===== config.mk =====
export PLATFORM = sky130hd
export DESIGN_NAME = redun_guard
export DESIGN_NICKNAME = d
export VERILOG_FILES = /design/src/rtl/redun_pkg.sv /design/src/rtl/redun_jitter_lfsr.sv /design/src/rtl/redun_sensor_watch.sv /design/src/rtl/redun_check.sv /design/src/rtl/redun_guard.sv
export SDC_FILE = /design/constraint.sdc
export NUM_CORES = 1
export LEC_CHECK = 0
export BUFFER_PORTS_ARGS = -buffer_cell sky130_fd_sc_hd__buf_4
export CORE_ASPECT_RATIO = 1.1
export CORE_MARGIN = 2
export CORE_UTILIZATION = 40
export DETAILED_ROUTE_END_ITERATION = 10
export PLACE_DENSITY = 0.63
export SLEW_MARGIN = 5
export SYNTH_ARGS = -nofsm -noshare
export SYNTH_HDL_FRONTEND = slang
export SYNTH_SLANG_ARGS = --single-unit
export TNS_END_PERCENT = 50

===== constraint.sdc =====
create_clock -name clk -period 3 [get_ports clk]
set_input_delay 0.3 -clock clk [delete_from_list [all_inputs] [get_ports clk]]
set_output_delay 0.3 -clock clk [all_outputs]
set_load 0.1 [all_outputs]

===== src/rtl/redun_pkg.sv =====
package redun_pkg;
  typedef enum logic [2:0] {
    ST_IDLE  = 3'd0,
    ST_RUN1  = 3'd1,
    ST_RUN2  = 3'd2,
    ST_CMP   = 3'd3,
    ST_DONE  = 3'd4,
    ST_ALARM = 3'd5
  } rg_state_t;
endpackage


===== src/rtl/redun_jitter_lfsr.sv =====
module redun_jitter_lfsr #(
  parameter int          LFSR_W = 16,
  parameter logic [15:0] TAPS   = 16'hB400,
  parameter logic [15:0] SEED   = 16'hACE1,
  parameter int          OUT_W  = 3
) (
  input  logic             clk,
  input  logic             rst,
  output logic [OUT_W-1:0] tap_o
);
  logic [LFSR_W-1:0] q;

  always_ff @(posedge clk) begin
    if (rst) begin
      q <= SEED[LFSR_W-1:0];
    end else if (q[0]) begin
      q <= (q >> 1) ^ TAPS[LFSR_W-1:0];
    end else begin
      q <= q >> 1;
    end
  end

  assign tap_o = q[OUT_W-1:0];
endmodule


===== src/rtl/redun_sensor_watch.sv =====
module redun_sensor_watch #(
  parameter int SENS_N = 2
) (
  input  logic              clk,
  input  logic              rst,
  input  logic              clear_i,
  input  logic              active_i,
  input  logic [SENS_N-1:0] sensor_i,
  output logic              hit_o
);
  logic hit_q;
  logic now_hit;

  assign now_hit = active_i && (|sensor_i);

  always_ff @(posedge clk) begin
    if (rst || clear_i) begin
      hit_q <= 1'b0;
    end else if (now_hit) begin
      hit_q <= 1'b1;
    end
  end

  assign hit_o = hit_q || now_hit;
endmodule


===== src/rtl/redun_check.sv =====
module redun_check #(
  parameter int DATA_W = 64
) (
  input  logic              verify_i,
  input  logic [DATA_W-1:0] orig_i,
  input  logic [DATA_W-1:0] first_i,
  input  logic [DATA_W-1:0] second_i,
  input  logic              sens_hit_i,
  output logic              pass_o
);
  logic [DATA_W-1:0] want;

  always_comb begin
    want   = verify_i ? orig_i : first_i;
    pass_o = !sens_hit_i && (second_i == want);
  end
endmodule


===== src/rtl/redun_guard.sv =====
module redun_guard
  import redun_pkg::*;
#(
  parameter int          DATA_W      = 64,
  parameter int          SENS_N      = 2,
  parameter int          JITTER_BITS = 3,
  parameter int          LFSR_W      = 16,
  parameter logic [15:0] LFSR_TAPS   = 16'hB400,
  parameter logic [15:0] LFSR_SEED   = 16'hACE1
) (
  input  logic              clk,
  input  logic              rst,
  input  logic              start_i,
  input  logic              mode_i,
  input  logic [DATA_W-1:0] data_i,
  input  logic [SENS_N-1:0] sensor_i,
  output logic              eng_start_o,
  output logic              eng_decrypt_o,
  output logic [DATA_W-1:0] eng_data_o,
  input  logic              eng_done_i,
  input  logic [DATA_W-1:0] eng_data_i,
  output logic [DATA_W-1:0] result_o,
  output logic              valid_o,
  output logic              done_o,
  output logic              alarm_o
);
  localparam int JW = (JITTER_BITS > 0) ? JITTER_BITS : 1;

  rg_state_t         state_q;
  logic [DATA_W-1:0] in_q, r1_q, r2_q, result_q;
  logic              mode_q, launched_q, eng_start_q;
  logic              valid_q, done_q, alarm_q;
  logic [JW-1:0]     dly_q;
  logic [JW-1:0]     jit_val;
  logic              accept, op_active, sens_hit, pass;
  logic              in_run;

  generate
    if (JITTER_BITS > 0) begin : g_jit
      redun_jitter_lfsr #(
        .LFSR_W(LFSR_W), .TAPS(LFSR_TAPS), .SEED(LFSR_SEED), .OUT_W(JW)
      ) u_lfsr (
        .clk(clk), .rst(rst), .tap_o(jit_val)
      );
    end else begin : g_nojit
      assign jit_val = '0;
    end
  endgenerate

  assign accept    = (state_q == ST_IDLE) && start_i;
  assign in_run    = (state_q == ST_RUN1) || (state_q == ST_RUN2);
  assign op_active = in_run || (state_q == ST_CMP);

  redun_sensor_watch #(.SENS_N(SENS_N)) u_watch (
    .clk(clk), .rst(rst), .clear_i(accept), .active_i(op_active),
    .sensor_i(sensor_i), .hit_o(sens_hit)
  );

  redun_check #(.DATA_W(DATA_W)) u_check (
    .verify_i(mode_q), .orig_i(in_q), .first_i(r1_q), .second_i(r2_q),
    .sens_hit_i(sens_hit), .pass_o(pass)
  );

  always_ff @(posedge clk) begin
    if (rst) begin
      state_q     <= ST_IDLE;
      in_q        <= '0;
      r1_q        <= '0;
      r2_q        <= '0;
      result_q    <= '0;
      mode_q      <= 1'b0;
      launched_q  <= 1'b0;
      eng_start_q <= 1'b0;
      valid_q     <= 1'b0;
      done_q      <= 1'b0;
      alarm_q     <= 1'b0;
      dly_q       <= '0;
    end else begin
      eng_start_q <= 1'b0;
      done_q      <= 1'b0;
      case (state_q)
        ST_IDLE: begin
          if (start_i) begin
            in_q       <= data_i;
            mode_q     <= mode_i;
            dly_q      <= jit_val;
            launched_q <= 1'b0;
            valid_q    <= 1'b0;
            result_q   <= '0;
            state_q    <= ST_RUN1;
          end
        end
        ST_RUN1, ST_RUN2: begin
          if (dly_q != '0) begin
            dly_q <= dly_q - 1'b1;
          end else if (!launched_q) begin
            eng_start_q <= 1'b1;
            launched_q  <= 1'b1;
          end else if (eng_done_i) begin
            if (state_q == ST_RUN1) begin
              r1_q       <= eng_data_i;
              dly_q      <= jit_val;
              launched_q <= 1'b0;
              state_q    <= ST_RUN2;
            end else begin
              r2_q    <= eng_data_i;
              state_q <= ST_CMP;
            end
          end
        end
        ST_CMP: begin
          if (pass) begin
            result_q <= r1_q;
            valid_q  <= 1'b1;
            done_q   <= 1'b1;
            state_q  <= ST_DONE;
          end else begin
            result_q <= '0;
            valid_q  <= 1'b0;
            alarm_q  <= 1'b1;
            state_q  <= ST_ALARM;
          end
        end
        ST_DONE:  state_q <= ST_IDLE;
        ST_ALARM: state_q <= ST_ALARM;
        default:  state_q <= ST_IDLE;
      endcase
    end
  end

  assign eng_start_o   = eng_start_q;
  assign eng_decrypt_o = (state_q == ST_RUN2) && mode_q;
  assign eng_data_o    = ((state_q == ST_RUN2) && mode_q) ? r1_q : in_q;
  assign result_o      = result_q;
  assign valid_o       = valid_q;
  assign done_o        = done_q;
  assign alarm_o       = alarm_q;

  AST_DONE_ONE_CYCLE: assert property (@(posedge clk) disable iff (rst)
    done_o |=> !done_o);
  AST_DONE_WITH_VALID: assert property (@(posedge clk) disable iff (rst)
    done_o |-> valid_o);
  AST_ALARM_STICKY: assert property (@(posedge clk) disable iff (rst)
    alarm_o |=> alarm_o);
  AST_ALARM_NO_LAUNCH: assert property (@(posedge clk) disable iff (rst)
    alarm_o |-> !eng_start_o);
  AST_ALARM_ZERO_OUT: assert property (@(posedge clk) disable iff (rst)
    alarm_o |-> (!valid_o && result_o == '0 && !done_o));
  AST_LAUNCH_PULSE: assert property (@(posedge clk) disable iff (rst)
    eng_start_o |=> !eng_start_o);
  AST_ENG_DATA_HELD: assert property (@(posedge clk) disable iff (rst)
    (in_run && state_q == $past(state_q)) |-> $stable(eng_data_o));
endmodule


[Yosys cells after proc, flatten, opt, wreduce, memory -nomap -nowiden]
Cells that the tools add are included.
Cells by class
  bitwise logic cells: 6
  eq/ne operators: 12
  muxes and demuxes: 28
  add/subtract/negate cells: 1
  reduce and logical (&&, ||, !) cells: 25
Operators by type and width (number)
  $mux 64: 4
  $pmux 64 s2: 1
  $eq 64x64->1: 1
  $mux 3: 9
  $mux 16: 1
  $reduce_and 5->1: 3
  $pmux 3 s4: 1
  $mux 1: 9
  $ne 3x3->1 const B: 3
  $ne 2x2->1 const B: 4
  $eq 3x2->1 const B: 2
  $pmux 3 s2: 1
  $reduce_and 2->1: 3
  $reduce_or 2->1: 3
  $not 1->1: 5
  $logic_and 1x1->1: 4
  $logic_or 1x1->1: 4
  $not 3->4: 1
  $pmux 1 s2: 2
  $reduce_and 4->1: 1
  $reduce_bool 2->1: 2
  $eq 3x1->1 const B: 1
  $eq 3x3->1 const B: 1
  $logic_not 3->1: 1
  other kinds (5): 5
Word-level totals
  logic and storage cells: 86
  register bits: 285
  output and inout port bits: 133
  input port bits: 135

[Depth between registers and ports, before layout]
Gate-level depths: netlist of run 1.
  depth in word-level cells: 9
  gate-level depth with buffers: 13
  mapped depth without buffers: 8

[Hierarchy]
From an unflattened synthesis of run 1, not the netlist that was laid out.
Second synthesis, totals
  cell total of the unflattened synthesis: 1342
  area, all modules: 11950.2 um^2
By module, submodules not included
  redun_guard: area each 10002.1 um^2, seq. area each 5365.1 um^2, cells each 1137, instances 1
  redun_check: area each 1413.9 um^2, seq. area each 0.0 um^2, cells each 161, instances 1
  redun_jitter_lfsr: area each 485.5 um^2, seq. area each 320.3 um^2, cells each 39, instances 1
  redun_sensor_watch: area each 48.8 um^2, seq. area each 20.0 um^2, cells each 5, instances 1

[Least setup slack after synthesis of run 1]
No wires, ideal clock.
  path type: reg2out
  from: register mode_q
  to: output eng_data_o[54]
  setup slack: -0.750 ns
  data required time: 2.700 ns
  buffers on the path: 6
  arrival: 3.450 ns
  stages on the path, launching flop included: 9
  cell sequence: dfxtp_1 -> clkbuf_1 -> buf_6 -> buf_2 -> buf_2 -> and3_1 -> clkbuf_1 -> clkbuf_1 -> mux2_2
Between the ends
  longest elaborated chain between the ends: 2
Ends and longest elaborated chain
  start: declaration: RTL line redun_guard.sv:31  | logic mode_q, launched_q, eng_start_q;
  start signal: assignment: RTL line redun_guard.sv:85  | mode_q <= mode_i;
  $logic_and 1x1->1
  named net eng_decrypt_o: RTL line redun_guard.sv:18  | output logic eng_decrypt_o,
  $mux 64: RTL line redun_guard.sv:133  | assign eng_data_o = ((state_q == ST_RUN2) && mode_q) ? r1_q : in_q;
  end: declaration: RTL line redun_guard.sv:19  | output logic [DATA_W-1:0] eng_data_o,
The timed path passes the listed nets, and every way through them passes these cells.

[Worst setup path in the final report of run 1]
  from: register mode_q
  to: register result_q[6] (netlist: result_o[6])
Between the ends
  longest elaborated chain between the ends: 5
Ends and longest elaborated chain
  $mux 64: RTL line redun_check.sv:14  | want = verify_i ? orig_i : first_i;
  $eq 64x64->1: RTL line redun_check.sv:15  | pass_o = !sens_hit_i && (second_i == want);
  $logic_and 1x1->1: RTL line redun_check.sv:15
  $mux 64: RTL line redun_guard.sv:112  | if (pass) begin
  $pmux 64 s2: RTL line redun_guard.sv:81  | case (state_q)
  end signal: assignment: RTL line redun_guard.sv:113  | result_q <= r1_q;
  end: declaration: RTL line redun_guard.sv:30  | logic [DATA_W-1:0] in_q, r1_q, r2_q, result_q;
No other way between the ends.
A chain may end at the register's enable or synchronous reset.

==> results of run 1 <==
stage by stage:
stage	TNS, ns	hold slack (ns)	cells
finish	0	0.0125	2044
global route	-0.00815	0.0000133	2044
CTS	0	0.000177	2036
detailed placement	-6.12	0.398	1906
global placement	-1.47	0.394	1906
floorplan	0	0.389	1333
cells by family (layout without fill, tap and decap cells):
logic type / Yosys count / after routing / share of synthesized area
compound gates: 276 / 276 / 0.141
simple gates: 473 / 473 / 0.165
xor+xnor: 68 / 68 / 0.0509
other cells: 0 / 1 / 0
flops: 285 / 285 / 0.488
buf+inv: 101 / 443 / 0.0368
fa+ha+maj: 2 / 2 / 0.00214
mux: 128 / 128 / 0.116
worst min path at each step:
| stage | startpoint | endpoint | slack [ns] |
|---|---|---|---|
| 5_1_grt | data_i[59] | in_q[59] | 0.00001 |
| 6_report | eng_data_i[56] | r1_q[56] | 0.01 |
| 3_3_place_gp | g_jit.u_lfsr.q[6] | g_jit.u_lfsr.q[5] | 0.39 |
| 3_5_place_dp | g_jit.u_lfsr.q[6] | g_jit.u_lfsr.q[5] | 0.40 |
| 2_1_floorplan | g_jit.u_lfsr.q[12] | g_jit.u_lfsr.q[11] | 0.39 |
| 4_1_cts | eng_data_i[54] | r1_q[54] | 0.0002 |
worst max-delay path, stage by stage (launching register included):
cell and delay (ns):
dfxtp_4 0.36, buf_12 0.13, buf_12 0.19, mux2i_1 0.25, xnor2_1 0.11, nor4_2 0.40, nand2_1 0.12, or4_4 0.46
nor4_4 0.22, buf_6 0.19, buf_6 0.17, a22o_1 0.15
placed cells by master (no fill, tap or decap), types with 2 or more instances in the layout:
master and n:
clkbuf_16 29, xor2_1 43, mux2_2 64, inv_6 2
nand2b_1 3, clkbuf_8 9, bufinv_16 2, a21oi_1 200
buf_6 5, a2111oi_0 2, nor3_1 5, nor2b_1 11
a22o_1 64, or2_2 6, nor3_2 2, nor4_1 2
dfxtp_1 284, dlygate4sd3_1 76, nor4_2 5, buf_12 9
xnor2_1 24, ha_1 2, mux2i_2 4, inv_1 5
nand2_1 397, nand3_4 2, or3_1 3, o21ai_0 4
mux2i_1 60, nor2_1 15, a211oi_1 2, buf_4 294
nand3_1 4, clkbuf_1 3, clkinv_2 8, nand4_1 12
power by group through the flow:
stage	logic (mW)	registers [mW]	clock network (mW)
2_1_floorplan	0.954	4.03	0
3_3_place_gp	1.38	4.07	0
3_5_place_dp	1.39	4.07	0
4_1_cts	1.48	3.98	3.77
5_1_grt	1.59	3.99	3.92
6_report	1.51	3.98	3.70
sequential cells by signal (all words and copies together), names as in the netlist, 3 cells and up:
signal / flops
dly_q: 3
g_jit.u_lfsr.q: 16
in_q: 64
r1_q: 64
r2_q: 64
result_o: 64
state_q: 3
metal layers:
metal | global-route usage | share of wire
met4 | 0.0707 | 0.024
met3 | 0.0358 | 0.059
met5 | 0 | 0.00034
met2 | 0.405 | 0.48
met1 | 0.310 | 0.44
cell usage after synthesis, drive strengths merged, types with 7 or more instances:
cell,number
buf,19
mux2i,64
dfxtp,285
a21oi,200
clkbuf,77
nand4,12
nor4,8
mux2,64
a22o,64
nor3,7
nor2,16
xnor2,24
nand2,397
nor2b,11
xor2,44
final cells by class:
class	count	area, µm²	area share
multi-input combinational	947	5670	0.353
inverter	5	18.8	0.00117
clock buffer	41	861	0.0536
antenna	1	2.50	0.000156
clock inverter	13	125	0.00780
timing repair buffer	384	3200	0.200
sequential	285	5710	0.356
tap	368	460	0.0287
repair_timing:
action,4_1_cts,5_1_grt
gates resized for setup,2,12
setup endpoints to repair,66,65
pin swaps,0,5
hold endpoints to repair,82,4
buffers inserted,4,3
hold buffers,72,4
==> impl_metrics.prom, run 1 <==
# TYPE chip_impl_metric gauge
chip_impl_info{name="run_status",value="completed"} 1
chip_impl_metric{name="grt_pass1_vias",unit=""} 10186
chip_impl_metric{name="io_buffers",unit=""} 267
chip_impl_info{name="synthDominantAreaCellType",value="dfxtp_1"} 1
chip_impl_metric{name="netlist-cell-type-count",unit=""} 35
chip_impl_info{name="worst_setup_path_endpoint",value="result_o[6]"} 1
chip_impl_info{name="tritoncts",value="yes"} 1
chip_impl_metric{name="clock.fmax",unit="MHz"} 352
chip_impl_metric{name="global_route.overflow_total",unit=""} 0
chip_impl_metric{name="timing.critical_path.arrival",unit="ns"} 3.33
chip_impl_metric{name="drt_first_pass_iters",unit=""} 4
chip_impl_metric{name="post_synth_instance_area",unit="mm²"} 0.0117
chip_impl_metric{name="r2r_setup_slack",unit="ns"} 0.16
chip_impl_metric{name="detailedRoute.firstIterationViolations",unit=""} 720
chip_impl_metric{name="utilization",unit=""} 0.559
chip_impl_metric{name="route.detailed.drc",unit=""} 0
chip_impl_metric{name="clk_transition_reported_paths",unit="ns"} 0.06
chip_impl_metric{name="insertion_delay",unit="ns"} 0.55
chip_impl_metric{name="worst_r2r_path_depth",unit=""} 11
chip_impl_metric{name="yosys_warnings",unit=""} 0
chip_impl_metric{name="initial_utilization",unit=""} 0.407
chip_impl_metric{name="cellInternalPower",unit="mW"} 6.58
chip_impl_metric{name="synthArstFlopShare",unit=""} 0
chip_impl_metric{name="vdd_drop_max",unit="mV"} 0.368
chip_impl_metric{name="clock_path_buffers",unit=""} 3
chip_impl_metric{name="finish.net_count",unit=""} 1789
chip_impl_metric{name="power_leakage",unit="nW"} 6.35
chip_impl_metric{name="max-slew-margin-rel",unit=""} 0.402
chip_impl_metric{name="antenna_found_initial",unit=""} 2
chip_impl_info{name="worst_setup_sp_type",value="register"} 1
chip_impl_info{name="ys_top_cells_by_area",value="dfxtp_1 (49%), nand2_1 (13%), a21oi_1 (8.6%)"} 1
chip_impl_metric{name="final.period_utilization",unit=""} 0.946
chip_impl_info{name="crit-reg2reg-launch",value="mode_q"} 1
chip_impl_metric{name="power_per_cell_area",unit="mW/mm²"} 573
chip_impl_metric{name="placementRows",unit=""} 65
chip_impl_metric{name="dpl-instance-area",unit="mm²"} 0.0142
chip_impl_metric{name="syn-num-nets",unit=""} 1470
chip_impl_metric{name="fp.dieH",unit="µm"} 183
chip_impl_metric{name="finalSetupViolations",unit=""} 0
chip_impl_metric{name="post-synth-top-area-fraction",unit=""} 0.488
chip_impl_metric{name="drt-vias-per-instance",unit=""} 5.16
chip_impl_metric{name="detail-route-antenna-nets",unit=""} 0
chip_impl_metric{name="path_max_fanout",unit=""} 20
chip_impl_metric{name="ios",unit=""} 268
chip_impl_metric{name="wirelength",unit="µm"} 37800
chip_impl_metric{name="cts-htree-levels",unit=""} 1
chip_impl_metric{name="synthCells",unit=""} 1333
chip_impl_metric{name="place_worst_setup_slack",unit="ns"} -0.160
chip_impl_metric{name="layout.cell_area.non_filler",unit="mm²"} 0.0160
chip_impl_metric{name="tightestPinTransition",unit="ns"} 0.896
chip_impl_metric{name="critical_path_required",unit="ns"} 3.49
chip_impl_metric{name="power.switching_fraction",unit=""} 0.284
chip_impl_metric{name="min_delay_path_depth",unit=""} 3
chip_impl_metric{name="total_switching_power",unit="mW"} 2.61
chip_impl_metric{name="n_fill_cell",unit=""} 2625
chip_impl_metric{name="cts-buffers-inserted",unit=""} 29
chip_impl_metric{name="place.gp.congestion",unit=""} 0.788
chip_impl_metric{name="final_max_slew_viol_count",unit=""} 0
chip_impl_info{name="timing.rr.end",value="result_o[6]"} 1
chip_impl_metric{name="seq_area_frac_synth",unit=""} 0.488
chip_impl_metric{name="total_power",unit="mW"} 9.19
chip_impl_metric{name="layout-area-overhead-vs-synth",unit="%"} 37.2
chip_impl_metric{name="power.share.combinational",unit=""} 0.164
chip_impl_info{name="worst-setup-path-type",value="register to register"} 1
chip_impl_metric{name="share_clk_of_total_power",unit=""} 0.403
chip_impl_metric{name="floorplan.core_area",unit="mm²"} 0.0287
chip_impl_metric{name="drive_gt1_frac",unit=""} 0.268
chip_impl_metric{name="largest_net_degree_at_the_start_of_global_routing",unit=""} 97
chip_impl_metric{name="power_frac_seq",unit=""} 0.433
chip_impl_metric{name="route.detailed.wl_per_inst",unit="µm"} 18.5
chip_impl_metric{name="synth-edff-count",unit=""} 0
chip_impl_metric{name="dpl.hpwl",unit="µm"} 25500
chip_impl_metric{name="first_pass_grt_wire_length",unit="µm"} 57500
chip_impl_info{name="critical_path.endpoint_type",value="register"} 1
chip_impl_metric{name="width_of_the_die",unit="µm"} 167
chip_impl_info{name="synth_top_flop_cell",value="dfxtp_1"} 1
chip_impl_metric{name="timing.final.hold_violations",unit=""} 0
chip_impl_metric{name="numClockSinks",unit=""} 285
chip_impl_metric{name="die-area",unit="mm²"} 0.0306
chip_impl_info{name="min-delay-path-class",value="input port to register"} 1
chip_impl_metric{name="final_critical_path_setup_slack",unit="ns"} 0.161
chip_impl_metric{name="timing.final.crit_period",unit="ns"} 2.84
chip_impl_metric{name="grt_use_total",unit=""} 0.237
chip_impl_metric{name="synthesis.area_per_instance",unit="µm²"} 8.77
chip_impl_metric{name="finalClockSkew",unit="ns"} 0.0132
chip_impl_metric{name="routed-via-count",unit=""} 10537
chip_impl_info{name="root_buffer",value="clkbuf_16"} 1
chip_impl_metric{name="cap_viol_max_count",unit=""} 0
chip_impl_info{name="crit_start",value="mode_q"} 1
chip_impl_metric{name="ys_ff_latch",unit=""} 285
Note: power is estimated with default switching activity, not from simulation.
==> run 2: changes to the inputs <==
- PLACE_DENSITY: 0.63 -> not set
==> run 2 against run 1 <==
  * Highest routed layer is now met4
  * Clock-buffer cell count increased by 4
  * Largest cell class unchanged
  * Sequential cell count unchanged
  * Hold slack about the same
==> impl_metrics.prom, run 2 (same netlist as run 1, synthesis figures left out) <==
# TYPE chip_impl_metric gauge
chip_impl_info{name="crit-reg2reg-launch",value="mode_q"} 1
chip_impl_metric{name="layout-area-overhead-vs-synth",unit="%"} 33.4
chip_impl_metric{name="max-slew-margin-rel",unit=""} 0.423
chip_impl_metric{name="dpl.hpwl",unit="µm"} 26200
chip_impl_metric{name="first_pass_grt_wire_length",unit="µm"} 57700
chip_impl_metric{name="global_route.overflow_total",unit=""} 0
chip_impl_metric{name="drive_gt1_frac",unit=""} 0.272
chip_impl_metric{name="total_power",unit="mW"} 9.22
chip_impl_metric{name="insertion_delay",unit="ns"} 0.54
chip_impl_metric{name="finish.net_count",unit=""} 1730
chip_impl_metric{name="power_leakage",unit="nW"} 6.14
chip_impl_metric{name="finalClockSkew",unit="ns"} 0.0147
chip_impl_info{name="cp_cell_sequence",value="buf_4 -> mux2i_1 -> xnor2_1 -> nor4_2 -> buf_4 -> nand4_1 -> or4_4 -> nor4_4 -> buf_4 -> buf_12 -> a22o_1"} 1
chip_impl_info{name="worst_setup_sp_type",value="register"} 1
chip_impl_info{name="crit_start",value="mode_q"} 1
chip_impl_metric{name="numClockSinks",unit=""} 285
chip_impl_metric{name="grt_pass1_vias",unit=""} 9770
chip_impl_metric{name="antenna_found_initial",unit=""} 2
chip_impl_metric{name="cap_viol_max_count",unit=""} 0
chip_impl_metric{name="worstPathBufferInverterCount",unit=""} 4
chip_impl_metric{name="wirelength",unit="µm"} 39000
chip_impl_info{name="slowest_stage",value="or4_4"} 1
chip_impl_metric{name="place.gp.congestion",unit=""} 0.828
chip_impl_metric{name="seq_area",unit="mm²"} 0.00571
chip_impl_metric{name="finalSetupViolations",unit=""} 0
chip_impl_metric{name="clock.fmax",unit="MHz"} 338
chip_impl_metric{name="critical_path_required",unit="ns"} 3.48
chip_impl_metric{name="floorplan.core_area",unit="mm²"} 0.0287
chip_impl_metric{name="clk_transition_reported_paths",unit="ns"} 0.06
chip_impl_metric{name="timing.critical_path.arrival",unit="ns"} 3.44
chip_impl_metric{name="clock_path_buffers",unit=""} 3
chip_impl_metric{name="cts-htree-levels",unit=""} 1
chip_impl_info{name="worst-setup-path-type",value="register to register"} 1
chip_impl_info{name="hold_start",value="data_i[51]"} 1
chip_impl_info{name="unrepaired_setup_endpoints_after_global_routing",value="yes"} 1
chip_impl_info{name="critical_path.top_delay_family",value="simple AND/OR/NAND/NOR gates"} 1
chip_impl_metric{name="cts-buffers-inserted",unit=""} 29
chip_impl_metric{name="routed-via-count",unit=""} 10331
chip_impl_info{name="crit_top_cell",value="buf_4"} 1
chip_impl_metric{name="io_buffers",unit=""} 267
chip_impl_metric{name="vdd_drop_max",unit="mV"} 0.315
chip_impl_metric{name="multi_input_comb_area",unit="mm²"} 0.00567
chip_impl_info{name="layout_commonest_cell",value="nand2_1"} 1
chip_impl_metric{name="timing.final.hold_violations",unit=""} 0
chip_impl_metric{name="setup_tns",unit="ns"} 0
chip_impl_metric{name="width_of_the_die",unit="µm"} 167
chip_impl_metric{name="route.detailed.drc",unit=""} 0
chip_impl_metric{name="grt_use_total",unit=""} 0.240
chip_impl_metric{name="placementRows",unit=""} 65
chip_impl_metric{name="timing.final.crit_period",unit="ns"} 2.96
chip_impl_metric{name="n_fill_cell",unit=""} 2636
chip_impl_metric{name="final_max_slew_viol_count",unit=""} 0
chip_impl_metric{name="drt_first_pass_iters",unit=""} 5
chip_impl_metric{name="fp.dieH",unit="µm"} 183
chip_impl_metric{name="detailedRoute.firstIterationViolations",unit=""} 677
chip_impl_metric{name="initial_utilization",unit=""} 0.407
chip_impl_info{name="critical_path.endpoint_type",value="register"} 1
chip_impl_metric{name="cp_slowest_stage_delay",unit="ns"} 0.56
chip_impl_metric{name="final.period_utilization",unit=""} 0.987
chip_impl_metric{name="utilization",unit=""} 0.543
chip_impl_metric{name="die-area",unit="mm²"} 0.0306
chip_impl_metric{name="drt-vias-per-instance",unit=""} 5.20
chip_impl_metric{name="hold_ws",unit="ns"} 0.0127
chip_impl_info{name="root_buffer",value="clkbuf_16"} 1
chip_impl_info{name="final_cell_mix",value="nand2_1 (397), dfxtp_1 (283), buf_4 (283)"} 1
chip_impl_info{name="tritoncts",value="yes"} 1
chip_impl_metric{name="ios",unit=""} 268
chip_impl_metric{name="power_per_cell_area",unit="mW/mm²"} 591
chip_impl_metric{name="path_max_fanout",unit=""} 24
chip_impl_metric{name="largest_net_degree_at_the_start_of_global_routing",unit=""} 79
chip_impl_info{name="run_status",value="completed"} 1
chip_impl_info{name="min-delay-path-class",value="input port to register"} 1
chip_impl_metric{name="route.detailed.wl_per_inst",unit="µm"} 19.6
chip_impl_metric{name="tightestPinTransition",unit="ns"} 0.865
chip_impl_metric{name="detail-route-antenna-nets",unit=""} 0
run 2: cell count changes in the layout (fill, tap and decap cells not counted), moves of 3 or more:
cell | previous run | this run
dlygate4sd3_1 | 76 | 22
buf_4 | 294 | 283
buf_12 | 9 | 15
buf_6 | 5 | 2
clkbuf_1 | 3 | 6
clkinv_2 | 8 | 5
run 2: area by class of cell:
| cell class | instances | area share |
|---|---|---|
| sequential | 285 | 0.366 |
| multi-input combinational | 947 | 0.363 |
| timing repair buffer | 325 | 0.175 |
| clock buffer | 45 | 0.0568 |
| tap | 368 | 0.0295 |
| clock inverter | 8 | 0.00738 |
| inverter | 5 | 0.00120 |
| antenna | 2 | 0.000321 |
run 2: through the flow:
step	worst slack (ns)	area [µm²]	instances
after global routing	-0.0523	15600	1985
after CTS	0.00548	15500	1979
after detailed placement	-0.266	14100	1895
after floorplan	0.0187	11700	1333
after global placement	-0.203	14100	1895
final	0.0405	15600	1985
run 2: final timing paths:
kind | endpoint | slack, ns | depth (start not counted)
hold / removal | in_q[51] | 0.01 | 3
setup reg to reg | result_o[47] | 0.04 | 11
setup / recovery | result_o[47] | 0.04 | 11
hold reg to reg | g_jit.u_lfsr.q[6] | 0.41 | 1
run 2: power by group:
group          switching [mW]  total (mW)  internal [mW]
clock                    1.49        3.76           2.27
sequential              0.101        3.99           3.89
combinational           0.981        1.47          0.486
run 2: what timing repair did:
item / in CTS / in global routing
endpoints found under the hold margin: 22 / 1
pin swaps: 2 / 4
endpoints found under the setup margin: 117 / 102
cloned: 1 / 1
gates resized for setup: 4 / 9
hold buffers: 21 / 1
setup buffers: 9 / 2
run 2: per-layer routing:
layer,GRT usage,routed length (µm),vias to the layer above
met1,0.323,17300,4879
met5,0,0,-
met4,0.0566,752,0
met3,0.0447,2700,48
li1,-,-,5033
met2,0.401,18300,371
run 2: worst reg2reg max path, stage by stage, from the launching register on:
cell and delay [ns]:
dfxtp_4 0.38, buf_4 0.18, mux2i_1 0.22, xnor2_1 0.09, nor4_2 0.37, buf_4 0.17, nand4_1 0.09, or4_4 0.56
nor4_4 0.29, buf_4 0.18, buf_12 0.19, a22o_1 0.17
